## src/rtl/ind_bridge_pkg.sv

```systemverilog
package ind_bridge_pkg;
  localparam int DATA_W = 8;
  localparam int IDX_W  = DATA_W - 1;
  localparam logic [IDX_W-1:0] CTRL_IDX = 7'h06;
  localparam logic [IDX_W-1:0] PTR_IDX  = 7'h0E;
  localparam logic [IDX_W-1:0] PORT_IDX = 7'h0F;

  typedef struct packed {
    logic loadIdx;
    logic loadData;
    logic commitWr;
    logic commitRd;
  } bridge_stb_t;
endpackage

```

## src/rtl/ind_bridge_ctrl.sv

```systemverilog
module ind_bridge_ctrl
  import ind_bridge_pkg::*;
#(
  parameter int BUSY_CYC = 4
) (
  input  logic        clk,
  input  logic        rst,
  input  logic        idxWe,
  input  logic        rdReq,
  input  logic        datWe,
  output logic        busy,
  output bridge_stb_t stb
);
  localparam int CNT_W = $clog2(BUSY_CYC + 1);

  logic [CNT_W-1:0] cnt;
  logic             isRd;
  logic             lastCyc;

  assign lastCyc = busy && (cnt == '0);

  always_ff @(posedge clk) begin
    if (rst) begin
      busy <= 1'b0;
      cnt  <= '0;
      isRd <= 1'b0;
    end else if (!busy) begin
      if (datWe || (idxWe && rdReq)) begin
        busy <= 1'b1;
        cnt  <= CNT_W'(BUSY_CYC - 1);
        isRd <= !datWe;
      end
    end else if (lastCyc) begin
      busy <= 1'b0;
    end else begin
      cnt <= cnt - 1'b1;
    end
  end

  always_comb begin
    stb.loadIdx  = idxWe && !busy;
    stb.loadData = datWe && !busy;
    stb.commitWr = lastCyc && !isRd;
    stb.commitRd = lastCyc && isRd;
  end

  p_start_busy_r2: assert property (@(posedge clk) disable iff (rst)
    (!busy && datWe) |=> busy);
  p_read_busy_r3: assert property (@(posedge clk) disable iff (rst)
    (!busy && idxWe && rdReq) |=> busy);
  p_select_only_r1: assert property (@(posedge clk) disable iff (rst)
    (!busy && idxWe && !rdReq && !datWe) |=> !busy);
  p_reset_idle_r10: assert property (@(posedge clk)
    rst |=> !busy);
endmodule

```

## src/rtl/ind_bridge_dp.sv

```systemverilog
module ind_bridge_dp
  import ind_bridge_pkg::*;
#(
  parameter int RAM_AW = 6
) (
  input  logic              clk,
  input  logic              rst,
  input  logic              busy,
  input  bridge_stb_t       stb,
  input  logic [DATA_W-1:0] idxWdata,
  input  logic [DATA_W-1:0] datWdata,
  output logic [IDX_W-1:0]  index,
  output logic [DATA_W-1:0] dataReg,
  output logic              ctrlEn
);
  localparam int RAM_DEPTH = 1 << RAM_AW;

  logic [DATA_W-1:0] mem [RAM_DEPTH];
  logic [RAM_AW-1:0] ptr;
  logic [DATA_W-1:0] rdVal;
  logic              portHit;

  assign portHit = (index == PORT_IDX);

  always_comb begin
    case (index)
      CTRL_IDX: rdVal = {ctrlEn, {(DATA_W-1){1'b0}}};
      PTR_IDX:  rdVal = {{(DATA_W-RAM_AW){1'b0}}, ptr};
      PORT_IDX: rdVal = mem[ptr];
      default:  rdVal = '0;
    endcase
  end

  always_ff @(posedge clk) begin
    if (rst) begin
      index   <= '0;
      dataReg <= '0;
      ctrlEn  <= 1'b0;
      ptr     <= '0;
    end else begin
      if (stb.loadIdx)  index   <= idxWdata[IDX_W-1:0];
      if (stb.loadData) dataReg <= datWdata;
      if (stb.commitRd) dataReg <= rdVal;
      if (stb.commitWr) begin
        if (index == CTRL_IDX) ctrlEn <= dataReg[DATA_W-1];
        if (index == PTR_IDX)  ptr    <= dataReg[RAM_AW-1:0];
      end
      if ((stb.commitWr || stb.commitRd) && portHit) ptr <= ptr + 1'b1;
    end
  end

  always_ff @(posedge clk) begin
    if (!rst && stb.commitWr && portHit) mem[ptr] <= dataReg;
  end

  p_hold_busy_r4: assert property (@(posedge clk) disable iff (rst)
    (busy && !stb.commitRd) |=> $stable(dataReg));
  p_index_hold_r4: assert property (@(posedge clk) disable iff (rst)
    busy |=> $stable(index));
  p_enable_load_r5: assert property (@(posedge clk) disable iff (rst)
    (stb.commitWr && index == CTRL_IDX) |=> ctrlEn == $past(dataReg[DATA_W-1]));
  p_ptr_wrap_r8: assert property (@(posedge clk) disable iff (rst)
    ((stb.commitWr || stb.commitRd) && portHit && ptr == '1) |=> ptr == '0);
  p_reset_clear_r10: assert property (@(posedge clk)
    rst |=> (ptr == '0 && !ctrlEn && index == '0));
endmodule

```

## src/rtl/ind_reg_bridge.sv

```systemverilog
module ind_reg_bridge
  import ind_bridge_pkg::*;
#(
  parameter int BUSY_CYC = 4,
  parameter int RAM_AW   = 6
) (
  input  logic       clk,
  input  logic       rst,
  input  logic       idxWe,
  input  logic [7:0] idxWdata,
  input  logic       datWe,
  input  logic [7:0] datWdata,
  output logic [7:0] idxRd,
  output logic [7:0] datRd,
  output logic       clockEnable
);
  logic             busy;
  bridge_stb_t      stb;
  logic [IDX_W-1:0] index;

  ind_bridge_ctrl #(.BUSY_CYC(BUSY_CYC)) u_ctrl (
    .clk   (clk),
    .rst   (rst),
    .idxWe (idxWe),
    .rdReq (idxWdata[DATA_W-1]),
    .datWe (datWe),
    .busy  (busy),
    .stb   (stb)
  );

  ind_bridge_dp #(.RAM_AW(RAM_AW)) u_dp (
    .clk      (clk),
    .rst      (rst),
    .busy     (busy),
    .stb      (stb),
    .idxWdata (idxWdata),
    .datWdata (datWdata),
    .index    (index),
    .dataReg  (datRd),
    .ctrlEn   (clockEnable)
  );

  assign idxRd = {busy, index};
endmodule

```

## config.mk

```make
export PLATFORM = sky130hd
export DESIGN_NAME = ind_reg_bridge
export DESIGN_NICKNAME = d
export VERILOG_FILES = /design/src/rtl/ind_bridge_pkg.sv /design/src/rtl/ind_bridge_ctrl.sv /design/src/rtl/ind_bridge_dp.sv /design/src/rtl/ind_reg_bridge.sv
export SDC_FILE = /design/constraint.sdc
export NUM_CORES = 1
export LEC_CHECK = 0
export BUFFER_PORTS_ARGS = -buffer_cell sky130_fd_sc_hd__buf_2
export CAP_MARGIN = 0
export CORE_UTILIZATION = 51
export DETAILED_ROUTE_END_ITERATION = 8
export GPL_TIMING_DRIVEN = 0
export PLACE_DENSITY = 0.72
export SYNTH_ARGS = -nofsm -noshare
export SYNTH_HDL_FRONTEND = slang
export SYNTH_HIERARCHICAL = 1
export SYNTH_SLANG_ARGS = --single-unit
```

## constraint.sdc

```tcl
create_clock -name clk -period 2.6 [get_ports clk]
set_input_delay 0.13 -clock clk [delete_from_list [all_inputs] [get_ports clk]]
set_output_delay 0.13 -clock clk [all_outputs]
set_load 0.01 [all_outputs]
```

== Yosys cells after proc, flatten, opt, wreduce, memory -nomap -nowiden ==
Memories as Yosys holds them, arrays and structs flattened. A register that Yosys moved wholly into a read port is not among the register bits.
Index checks and enable logic that the tools add are counted.

* Input port bits: 20
* Bits in writable memories: 512
* Output and inout bits: 17
* Register bits: 27
* Memories kept: 1
* Logic and storage cells: 55

* Add/subtract/negate cells: 2
* Equal/unequal tests: 4
* Reductions and logical operators: 24
* Bitwise operators: 1
* Mux-type cells: 16

{| class="wikitable"
|+ Memory list
! name !! depth !! bits a word !! rd ports !! clocked after memory_dff !! wr ports !! RTL line !! RTL
|-
| u_dp.mem || 64 || 8 || 1 || 1 || 1 || ind_bridge_dp.sv:18 || <nowiki>logic [DATA_W-1:0] mem [RAM_DEPTH];</nowiki>
|}

{| class="wikitable"
|+ Operators by type and width
! operator !! count
|-
| 2-to-1 mux 6 bit || 5
|-
| one-hot mux 8 bit (3 select lines) || 1
|-
| 2-to-1 mux 8 bit || 2
|-
| equality test 7 x 4 -> 1 bit (second input constant) || 2
|-
| logical AND 1 bit || 9
|-
| 2-to-1 mux 3 bit || 3
|-
| AND reduction 2 bit || 4
|-
| nonzero test 2 bit || 4
|-
| equality test 7 x 3 -> 1 bit (second input constant) || 1
|-
| adder 6 x 1 -> 6 bit (second input constant) || 1
|-
| 2-to-1 mux 1 bit || 5
|-
| logical NOT 1 bit || 4
|-
| logical NOT 3 bit || 1
|-
| subtractor 3 x 1 -> 3 bit (second input constant) || 1
|-
| logical OR 1 bit || 2
|-
| inequality test 2 bit (second input constant) || 1
|-
| inverter 1 bit || 1
|}

== Depth between registers and ports, before layout ==
Gate-level depths: netlist (run 1).

* Depth after elaboration: 9
* Mapped depth: 10
* Mapped depth without buffers: 10

== Modules after synthesis ==
The synthesis (run 1) kept the hierarchy.

{| class="wikitable"
|+ By module, submodules not included
! module !! sequential area each (µm²) !! times used !! area each (µm²) !! cells an instance
|-
| ind_bridge_dp || 15935.3 || 1 || 21309.2 || 1229
|-
| ind_bridge_ctrl || 100.1 || 1 || 249.0 || 28
|-
| ind_reg_bridge || 0.0 || 1 || 7.5 || 1
|}

== Worst setup path after synthesis (run 1) ==
Ideal clock, no wire load.

* Path type: register to register
* Start point: reg u_dp.index[4]
* End point: mem u_dp.mem[62][0], enable pin
* Slack: 0.021 ns
* Library setup time: 0.370 ns
* Stages on the path, launching flop included: 7
* Buffers on the path: 0
* Period minus slack after synthesis: 2.579 ns
* Arrival time: 2.209 ns
* Data required time: 2.230 ns
* Path through: dfxtp_1 > or4b_4 > or3_1 > nor3b_2 > and2b_2 > nand3_4 > nor2_1

* Longest elaborated chain between the ends: 4

{| class="wikitable"
|+ RTL lines
! element !! RTL line !! RTL
|-
| start, declared || ind_bridge_dp.sv:12 || <nowiki>output logic [IDX_W-1:0] index,</nowiki>
|-
| start signal, assigned || ind_bridge_dp.sv:41 || <nowiki>if (stb.loadIdx) index <= idxWdata[IDX_W-1:0];</nowiki>
|-
| equality test 7 x 4 -> 1 bit || ind_bridge_dp.sv:23 || <nowiki>assign portHit = (index == PORT_IDX);</nowiki>
|-
| logical AND 1 bit || ind_bridge_dp.sv:53 || <nowiki>if (!rst && stb.commitWr && portHit) mem[ptr] <= dataReg;</nowiki>
|-
| 2-to-1 mux 1 bit || ind_bridge_dp.sv:53 ||
|-
| 2-to-1 mux 1 bit (implied by the code) || ind_bridge_dp.sv:53 ||
|-
| end, declared || ind_bridge_dp.sv:18 ||
|}

No other way between the ends.

== Worst setup path after layout (run 1) ==
* Start point: reg u_dp.index[5]
* End point: mem u_dp.mem[24][5], enable pin

The elaborated chain is that of the path after synthesis.

==> out/qor.yml, run 1 <==
outcome:
  status: "complete, but fails checks"
  violations: "negative setup slack"
worst_setup_path:
  r2r_cells: 8
  path_buf_inv: 2
  crit_path_start: "u_dp/index[5]$_SDFFE_PP0P_"
  worstSetupEndpointType: "register"
  crit_chain: "or4b_4 > or3_4 > nor3b_4 > and2b_4 > buf_6 > nand2_8 > nor2_4 > buf_12"
  critPathKind: "reg -> reg"
  slowest_stage: "or4b_4"
  crit_required_ns: 2.89
  worstPathArrival_ns: 2.95
  cpPeakStageDelay_ns: 0.55
  cp_max_fo: 8
  cp_num_cells: 8
  cp_top_family: "simple AND/OR/NAND/NOR gates"
  r2r_start: "u_dp/index[5]$_SDFFE_PP0P_"
  rrSetupSlack_ns: -0.06
  reg2reg_to: "u_dp/mem[24][5]$_DFFE_PP_"
  start_kind: "register"
  cp-endpoint: "u_dp/mem[24][5]$_DFFE_PP_"
hold_path:
  hp-class: "in -> reg"
finish:
  antenna_cells: 0
  final_util: 0.630
  fill_cells: 2800
  synthToLayoutAreaGrowth_pct: 20.7
  seq_area_um2: 16000
  layout-drive-gt1-share: 0.273
  nNetsFinal: 1445
  multi_input_area_um2: 5870
  stdcell_count: 1995
floorplanning:
  start_util: 0.522
  die_w_um: 208
  dieArea_um2: 43100
  core_um2: 41300
  num_io_pins: 37
  die_y_um: 208
  fp-row-count: 74
power_and_ir_drop:
  p_total_mw: 17.6
  powerDensity_nw_per_um2: 675
  ir_drop_mv: 0.816
  p_leak_nw: 8.02
synthesis:
  synth_top_area_frac: 0.713
  yosysSeqAreaShare: 0.744
  yosysWarnings: 6
  synth_largest_area_cell: "edfxtp_1"
  async_flop_share: 0
  ys.flop_type: "edfxtp_1"
  synth-seq-cells: 545
  synth_nets: 1281
  syn-cell-area_um2: 21600
  synth_cells: 1258
  synth_area_leaders: "edfxtp_1, mux2i_1, mux4_2"
  synth_cell_types: 51
  syn_area_per_cell_um2: 17.1
  synth_edf_count: 512
sta:
  fin_ws_ns: -0.0621
  hold_viol_final: 0
  clock_skew_ns: 0.0172
  slew_violations: 0
  relSlewSlack: 0.271
  fin_crit_sh: 1.02
  max_freq_mhz: 376
  period_minus_slack_ns: 2.66
  rsz0062_at_grt: "yes"
  setup_violations: 243
  worst-slew-pin-transition_ns: 1.09
cts:
  insertion_delay_ns: 0.58
  cts_tree: "yes"
  clockBufferDepth: 3
  root_buffer: "clkbuf_16"
  cts_sinks: 545
  cts_max_level: 2
  path_clk_slew_ns: 0.06
  cts-buffers-inserted: 51
route:
  drt_iter0_drc: 1484
  routed_wl_um: 56100
  vias_per_cell: 6.38
  ant_nets: 0
  dr.pass1.iters: 6
  vias: 12700
  avgRoutedWirePerCell_um: 28.1
  drcViolationCount: 0
placed_design:
  placedCellCount: 1834
  hpwl_um: 35000
  pre_cts_slack_ns: -1.01
  gp_congestion: 0.941
  port_buffers: 36
global_route:
  grt-ovfl-total: 0
  grt_antenna_before_repair: 1
  grtUsageTotal: 0.260
  first_global_vias: 12400
  grt_pass1_wl_um: 81000
  grt_max_degree: 50
job:
  cap_violations: 0
## what timing repair did
action / CTS / global route
hold endpoints to repair: 13 / 0
gates cloned: 0 / 0
gates resized for setup: 211 / 57
pin swaps: 49 / 22
hold buffers: 15 / 0
setup endpoints to repair: 520 / 483
buffers inserted: 51 / 2
## report_power, final
| part | switching [mW] | leakage [nW] | internal (mW) |
|---|---|---|---|
| Clock | 3.11 | 0.816 | 4.24 |
| Sequential | 0.122 | 4.98 | 9.71 |
| Combinational | 0.247 | 2.23 | 0.137 |
| Total | 3.48 | 8.02 | 14.1 |
## through the flow
stage	setup TNS [ns]	cell area, um2	hold WS (ns)
2_1_floorplan	0	21600	0.196
3_3_place_gp	-269.05	22400	0.362
3_5_place_dp	-290.73	22600	0.371
4_1_cts	-5.79	25800	0.0208
5_1_grt	-28.64	26000	0.0919
6_report	-4.57	26000	0.0418
## flip-flops by register name (all words and copies together), names as in the netlist, named ones only
name,flops
u_dp/mem,512
u_dp/index,7
u_ctrl/busy,1
u_ctrl/cnt,3
u_dp/dataReg,8
u_dp/ctrlEn,1
u_dp/ptr,6
u_ctrl/isRd,1
## how the worst min path moves through the flow
stage                            from  cells past startpoint                           end
after CTS                 datWdata[4]                      5  u_dp/dataReg[4]$_SDFFE_PP0P_
final                     datWdata[4]                      5  u_dp/dataReg[4]$_SDFFE_PP0P_
after detailed placement  idxWdata[1]                      3    u_dp/index[1]$_SDFFE_PP0P_
after global placement    idxWdata[1]                      3    u_dp/index[1]$_SDFFE_PP0P_
after global routing      datWdata[5]                      5  u_dp/dataReg[5]$_SDFFE_PP0P_
after floorplan                   rst                      1    u_ctrl/cnt[1]$_SDFFE_PP0P_
## cells in the final DEF, fill, tap and decap left out, types with 7 or more instances in the layout
| master | count |
|---|---|
| o21ai_0 | 25 |
| nor2b_1 | 8 |
| buf_2 | 47 |
| dlygate4sd3_1 | 15 |
| mux2i_1 | 186 |
| a21oi_1 | 68 |
| clkinv_1 | 7 |
| nand2_1 | 16 |
| nor2_1 | 32 |
| a22oi_1 | 81 |
| clkbuf_1 | 24 |
| buf_6 | 33 |
| buf_4 | 22 |
| edfxtp_1 | 512 |
| mux4_2 | 40 |
| clkbuf_16 | 53 |
| clkinv_2 | 15 |
| buf_12 | 31 |
| dfxtp_1 | 23 |
| nor2_4 | 65 |
| a31oi_1 | 9 |
| mux2_2 | 17 |
| dfxtp_2 | 10 |
| inv_1 | 15 |
## tightest hold or removal path, cell delays in order
cell	delay, ns
buf_2	0.09
inv_1	0.04
a21oi_1	0.09
a21oi_1	0.14
a31oi_1	0.08
## Yosys cell counts, drive strengths merged, types with 2 or more instances
master / number
edfxtp: 512
nand3: 5
a211o: 2
clkbuf: 33
nand2: 23
or3: 2
ha: 3
and2: 2
a31oi: 9
nand2b: 2
mux4: 40
inv: 15
nor2b: 8
o21ai: 26
a21oi: 71
mux2i: 186
nand3b: 3
dfxtp: 33
nor3b: 3
buf: 37
or2: 4
nor2: 98
and2b: 2
nor3: 7
mux2: 17
nor4: 14
a22oi: 86
## layer usage
layer  track usage  share of wire  vias up
met5             0        0.00023        -
met4         0.142          0.059        2
met3        0.0564           0.10      209
met2         0.409           0.47      794
met1         0.339           0.37     6378
li1              -              -     5337
## area by class of cell
| cell class | count | area share |
|---|---|---|
| inverter | 15 | 0.00216 |
| clock inverter | 31 | 0.0109 |
| timing repair buffer | 112 | 0.0496 |
| clock buffer | 63 | 0.0528 |
| buffer | 69 | 0.0172 |
| tap | 532 | 0.0256 |
| multi-input combinational | 628 | 0.226 |
| sequential | 545 | 0.616 |
## logic make-up (layout without fill, tap and decap cells)
family,count (synthesis),count (layout),synth area share
fa+ha+maj,3,3,0.00174
mux,243,243,0.137
compound gates,205,205,0.0607
buf+inv,85,290,0.0168
simple gates,177,177,0.0402
flops,545,545,0.744
Note: power is estimated with default switching activity, not from simulation.
==> run 2, diff against run 1 <==
Settings changed: SETUP_SLACK_MARGIN from default to 0.02.
==> run 2 against run 1 <==
The flow still finishes with violations (negative setup slack). Sequential cell count stayed put. Core utilization hardly changed. Critical endpoint is now u_dp/dataReg[3]$_SDFFE_PP0P_. Via count is 0.11% higher. Highest routed layer is now met4. Largest power group unchanged. Die area stayed put.
==> out/qor.yml, run 2 (synthesis results as in run 1) <==
sta:
  worst-slew-pin-transition_ns: 1.05
  max_freq_mhz: 369
  clock_skew_ns: 0.0124
  period_minus_slack_ns: 2.71
  hold_viol_final: 0
  setup_violations: 262
  relSlewSlack: 0.299
  fin_ws_ns: -0.108
  rsz0062_at_grt: "yes"
  whs_ns: 0.0542
  slew_violations: 0
  timing.setup.tns_ns: -10.59
  fin_crit_sh: 1.04
global_route:
  grtUsageTotal: 0.263
  grt_antenna_before_repair: 0
  grt-ovfl-total: 0
  first_global_vias: 12500
  grt_pass1_wl_um: 81800
  grt_max_degree: 50
finish:
  layout_commonest_cell: "edfxtp_1"
  fill_cells: 2788
  seq_area_um2: 16000
  antenna_cells: 0
  layout-drive-gt1-share: 0.273
  stdcell_count: 1992
  final_cell_mix: "edfxtp_1, mux2i_1, a22oi_1, a21oi_1, nor2_4"
  synthToLayoutAreaGrowth_pct: 20.7
  largest_reg_flops: 512
  nNetsFinal: 1442
  multi_input_area_um2: 5870
  regMostFlops: "u_dp/mem"
  reg_top3: "u_dp/mem (512), u_dp/dataReg (8), u_dp/index (7)"
route:
  drt_iter0_drc: 1518
  ant_nets: 0
  routed_wl_um: 56500
  dr.pass1.iters: 5
  avgRoutedWirePerCell_um: 28.3
  vias_per_cell: 6.39
  drcViolationCount: 0
  vias: 12700
placed_design:
  pre_cts_slack_ns: -1.01
  port_buffers: 36
  hpwl_um: 35000
  gp_congestion: 0.941
  placedCellCount: 1834
cts:
  insertion_delay_ns: 0.57
  cts_tree: "yes"
  cts_sinks: 545
  cts-buffers-inserted: 51
  cts_max_level: 2
  path_clk_slew_ns: 0.06
  clockBufferDepth: 3
  root_buffer: "clkbuf_16"
floorplanning:
  start_util: 0.522
  core_um2: 41300
  dieArea_um2: 43100
  die_w_um: 208
  fp-row-count: 74
  die_y_um: 208
  num_io_pins: 37
power_and_ir_drop:
  switching_share: 0.198
  p_int_mw: 14.1
  powerDensity_nw_per_um2: 675
  switching_power_mw: 3.47
  p_clk_frac: 0.418
  seq_power_share: 0.560
  p_leak_nw: 8.02
  ir_drop_mv: 0.790
  combPwrFrac: 0.022
worst_setup_path:
  worstSetupEndpointType: "register"
  crit_required_ns: 3.10
  rrSetupSlack_ns: -0.11
  reg2reg_to: "u_dp/dataReg[3]$_SDFFE_PP0P_"
  cpPeakStageDelay_ns: 0.55
  crit_chain: "or4b_4 > nor3_2 > nand2b_2 > nor4_2 > o21ai_0 > a31oi_1"
  cp_max_fo: 7
  r2r_start: "u_dp/index[5]$_SDFFE_PP0P_"
  r2r_cells: 6
  critPathKind: "reg -> reg"
  worstPathArrival_ns: 3.20
  slowest_stage: "or4b_4"
  start_kind: "register"
  crit_path_start: "u_dp/index[5]$_SDFFE_PP0P_"
  cp-endpoint: "u_dp/dataReg[3]$_SDFFE_PP0P_"
hold_path:
  hp-class: "in -> reg"
job:
  cap_violations: 0
outcome:
  status: "complete, but fails checks"
  violations: "negative setup slack"
-- run 2: routing by layer --
| metal | track usage | share of wire | vias up | wire length, um |
|---|---|---|---|---|
| met4 | 0.141 | 0.054 | 0 | 3050 |
| li1 | - | - | 5340 | - |
| met1 | 0.341 | 0.37 | 6387 | 20900 |
| met3 | 0.0548 | 0.10 | 172 | 5670 |
| met5 | 0 | 0 | - | 0 |
| met2 | 0.420 | 0.48 | 835 | 26800 |
-- run 2: how the worst min path moves through the flow --
stage,depth (start not counted),from,slack (ns),endpoint
after CTS,5,datWdata[4],0.02,u_dp/dataReg[4]$_SDFFE_PP0P_
after global routing,5,datWdata[5],0.09,u_dp/dataReg[5]$_SDFFE_PP0P_
after detailed placement,3,idxWdata[1],0.37,u_dp/index[1]$_SDFFE_PP0P_
final,5,datWdata[4],0.05,u_dp/dataReg[4]$_SDFFE_PP0P_
after global placement,3,idxWdata[1],0.36,u_dp/index[1]$_SDFFE_PP0P_
after floorplan,1,rst,0.20,u_ctrl/cnt[1]$_SDFFE_PP0P_
-- run 2: area by class of cell --
type | count | share of cell area
clock inverters | 31 | 0.0109
well taps | 532 | 0.0256
flip-flops and latches | 545 | 0.617
clock buffers | 63 | 0.0528
repair buffers | 111 | 0.0493
multi-input cells | 628 | 0.225
plain buffers | 67 | 0.0174
inverters | 15 | 0.00216
-- run 2: repair_timing --
item | 4_1_cts | 5_1_grt
cloned | 0 | 0
hold endpoints to repair | 13 | 0
resized for setup | 220 | 53
hold buffers | 15 | 0
endpoints found under the setup margin | 520 | 496
buffers inserted | 52 | 0
pin swaps | 51 | 14
-- run 2: power by group through the flow --
| stage | combinational (mW) | clock (mW) | sequential (mW) |
|---|---|---|---|
| floorplan | 0.103 | 0 | 10.0 |
| global placement | 0.170 | 0 | 10.2 |
| detailed placement | 0.355 | 0 | 10.0 |
| CTS | 0.378 | 7.41 | 9.83 |
| global route | 0.415 | 7.77 | 9.83 |
| finish | 0.389 | 7.34 | 9.83 |
-- run 2: critical path, delay by kind of cell (launching register included) --
kind	cells	cell delay [ns]
simple gates	4	1.82
compound gates	2	0.50
flops	1	0.32
-- run 2: metrics by stage --
stage          utilization  total power, mW  cell area [um2]
6_report             0.630             17.6            26000
2_1_floorplan            -             10.1            21600
3_3_place_gp         0.543             10.3            22400
5_1_grt              0.630             18.0            26000
4_1_cts              0.626             17.6            25900
3_5_place_dp         0.547             10.4            22600
==> run 3, diff against run 2 <==
--- a/config.mk
+++ b/config.mk
@@ -10,5 +10,6 @@
 export CORE_UTILIZATION = 51
+export CTS_CLUSTER_DIAMETER = 80
 export DETAILED_ROUTE_END_ITERATION = 8
 export GPL_TIMING_DRIVEN = 0
-export PLACE_DENSITY = 0.72
+export PLACE_DENSITY = 0.69
 export SETUP_SLACK_MARGIN = 0.02
==> constraint.sdc (replaced) <==
create_clock -name clk -period 2.6 [get_ports clk]
set_input_delay 0.26 -clock clk [delete_from_list [all_inputs] [get_ports clk]]
set_output_delay 0.26 -clock clk [all_outputs]
set_load 0.01 [all_outputs]
==> run 3 against run 2 <==
The flow still finishes with violations (negative setup slack). Sequential power about the same. Worst setup slack improved by 0.010 ns. Clock skew increased by 0.015 ns. First-iteration DRC count increased by 15%. Largest power group unchanged.
==> out/qor.yml, run 3 (synthesis results as in run 1) <==
power_and_ir_drop:
  ir_drop_mv: 0.692
  p_int_mw: 14.1
  switching_power_mw: 3.51
  seq_power_share: 0.559
  p_leak_nw: 8.09
  p_total_mw: 17.6
  p_clk_frac: 0.420
  combPwrFrac: 0.022
  powerDensity_nw_per_um2: 673
  switching_share: 0.200
finish:
  regMostFlops: "u_dp/mem"
  reg_top3: "u_dp/mem (512), u_dp/dataReg (8), u_dp/index (7)"
  nNetsFinal: 1452
  fin_area_um2: 26100
  layout-drive-gt1-share: 0.277
  largest_reg_flops: 512
  synthToLayoutAreaGrowth_pct: 21.1
  layout_commonest_cell: "edfxtp_1"
  stdcell_count: 2000
  final_cell_mix: "edfxtp_1, mux2i_1, a22oi_1, a21oi_1, nor2_4"
  antenna_cells: 0
sta:
  fin_crit_sh: 1.04
  worst-slew-pin-transition_ns: 1.08
  max_freq_mhz: 371
  period_minus_slack_ns: 2.70
  clock_skew_ns: 0.0270
  slew_violations: 0
  rsz0062_at_grt: "yes"
  fin_ws_ns: -0.0978
  hold_viol_final: 0
  timing.setup.tns_ns: -7.65
  relSlewSlack: 0.281
  whs_ns: 0.0414
  setup_violations: 229
cts:
  clockBufferDepth: 3
  cts_max_level: 2
  cts-buffers-inserted: 53
  cts_sinks: 545
  insertion_delay_ns: 0.60
  root_buffer: "clkbuf_16"
  path_clk_slew_ns: 0.06
  cts_tree: "yes"
placed_design:
  post_dp_cell_area_um2: 22600
  hpwl_um: 35600
  port_buffers: 36
  gp_congestion: 0.940
  placedCellCount: 1834
global_route:
  grt_pass1_wl_um: 82400
  first_global_vias: 12400
  grt-ovfl-total: 0
  grtUsageTotal: 0.265
  grt_antenna_before_repair: 0
  grt_max_degree: 46
worst_setup_path:
  crit_required_ns: 2.83
  slowest_stage: "nand3b_1"
  cpPeakStageDelay_ns: 0.83
  worstPathArrival_ns: 2.93
  worstSetupEndpointType: "register"
  start_kind: "register"
  crit_chain: "clkbuf_1 > nand3b_1 > nor2_2"
  critPathKind: "reg -> reg"
  cp_max_fo: 10
route:
  drt_iter0_drc: 1741
  vias: 12600
  ant_nets: 0
  routed_wl_um: 56700
  dr.pass1.iters: 8
  drcViolationCount: 0
  vias_per_cell: 6.31
  avgRoutedWirePerCell_um: 28.3
floorplanning:
  dieArea_um2: 43100
  fp-row-count: 74
  start_util: 0.522
  core_um2: 41300
  die_w_um: 208
  die_y_um: 208
  num_io_pins: 37
outcome:
  violations: "negative setup slack"
  status: "complete, but fails checks"
hold_path:
  hp-class: "in -> reg"
job:
  cap_violations: 0
==> run 3: cell count changes in the layout (fill, tap and decap cells not counted), sizes merged <==
cell	before	now
buf	137	147
bufinv	5	4
clkbuf	89	96
clkinv	23	21
clkinvlp	3	1
dlygate4sd3	15	9
inv	15	17
==> run 3: repair_timing <==
action,CTS,global route
setup endpoints to repair,520,498
buffers inserted,61,4
hold endpoints to repair,9,0
gates resized for setup,227,55
pin swaps,50,23
hold buffers,9,0
==> run 3: routing by layer <==
metal / vias to the layer above / part of all wire / GRT usage / wire length (um)
met2: 738 / 0.46 / 0.409 / 26100
met5: - / 0 / 0 / 0
li1: 5344 / - / - / -
met1: 6397 / 0.39 / 0.364 / 22000
met3: 147 / 0.10 / 0.0533 / 5760
met4: 0 / 0.051 / 0.124 / 2880
==> run 3: metrics by stage <==
stage           util  setup slack, ns
2_1_floorplan      -           0.0209
3_3_place_gp   0.543           -0.936
3_5_place_dp   0.547           -0.957
4_1_cts        0.626          -0.0628
5_1_grt        0.633           -0.136
6_report       0.633          -0.0978
==> run 3: cell type report <==
| cell class | instances | area, um2 |
|---|---|---|
| Multi-Input combinational cell | 628 | 5870 |
| Sequential cell | 545 | 16000 |
| Fill cell | 2832 | 15200 |
| Buffer | 68 | 453 |
| Clock buffer | 66 | 1420 |
| Tap cell | 532 | 666 |
| Inverter | 15 | 56.3 |
| Timing Repair Buffer | 118 | 1380 |
| Clock inverter | 28 | 236 |
==> run 3: worst max-delay path: cells and delay by family, from the launching register on <==
family,cells,cell delay (ns)
DFF,1,0.33
buffers and inverters,1,0.47
and+or+nand+nor,2,1.53
==> run 3: worst paths after layout <==
| path | start | end | slack, ns | cells after the start |
|---|---|---|---|---|
| min reg2reg | u_ctrl/cnt[0]$_SDFFE_PP0P_ | u_ctrl/cnt[0]$_SDFFE_PP0P_ | 0.47 | 2 |
| min | datWe | u_ctrl/isRd$_SDFFE_PP0P_ | 0.04 | 3 |
| max reg2reg | u_dp/ptr[4]$_SDFFE_PP0P_ | u_dp/mem[55][3]$_DFFE_PP_ | -0.1 | 3 |
| max | u_dp/ptr[4]$_SDFFE_PP0P_ | u_dp/mem[55][3]$_DFFE_PP_ | -0.1 | 3 |
==> run 3: power groups by stage <==
stage | clock, mW | combinational, mW | sequential (mW)
after floorplan | 0 | 0.103 | 10.0
after global placement | 0 | 0.170 | 10.2
after detailed placement | 0 | 0.360 | 10.0
after CTS | 7.47 | 0.375 | 9.82
after global routing | 7.82 | 0.409 | 9.83
final | 7.38 | 0.379 | 9.82
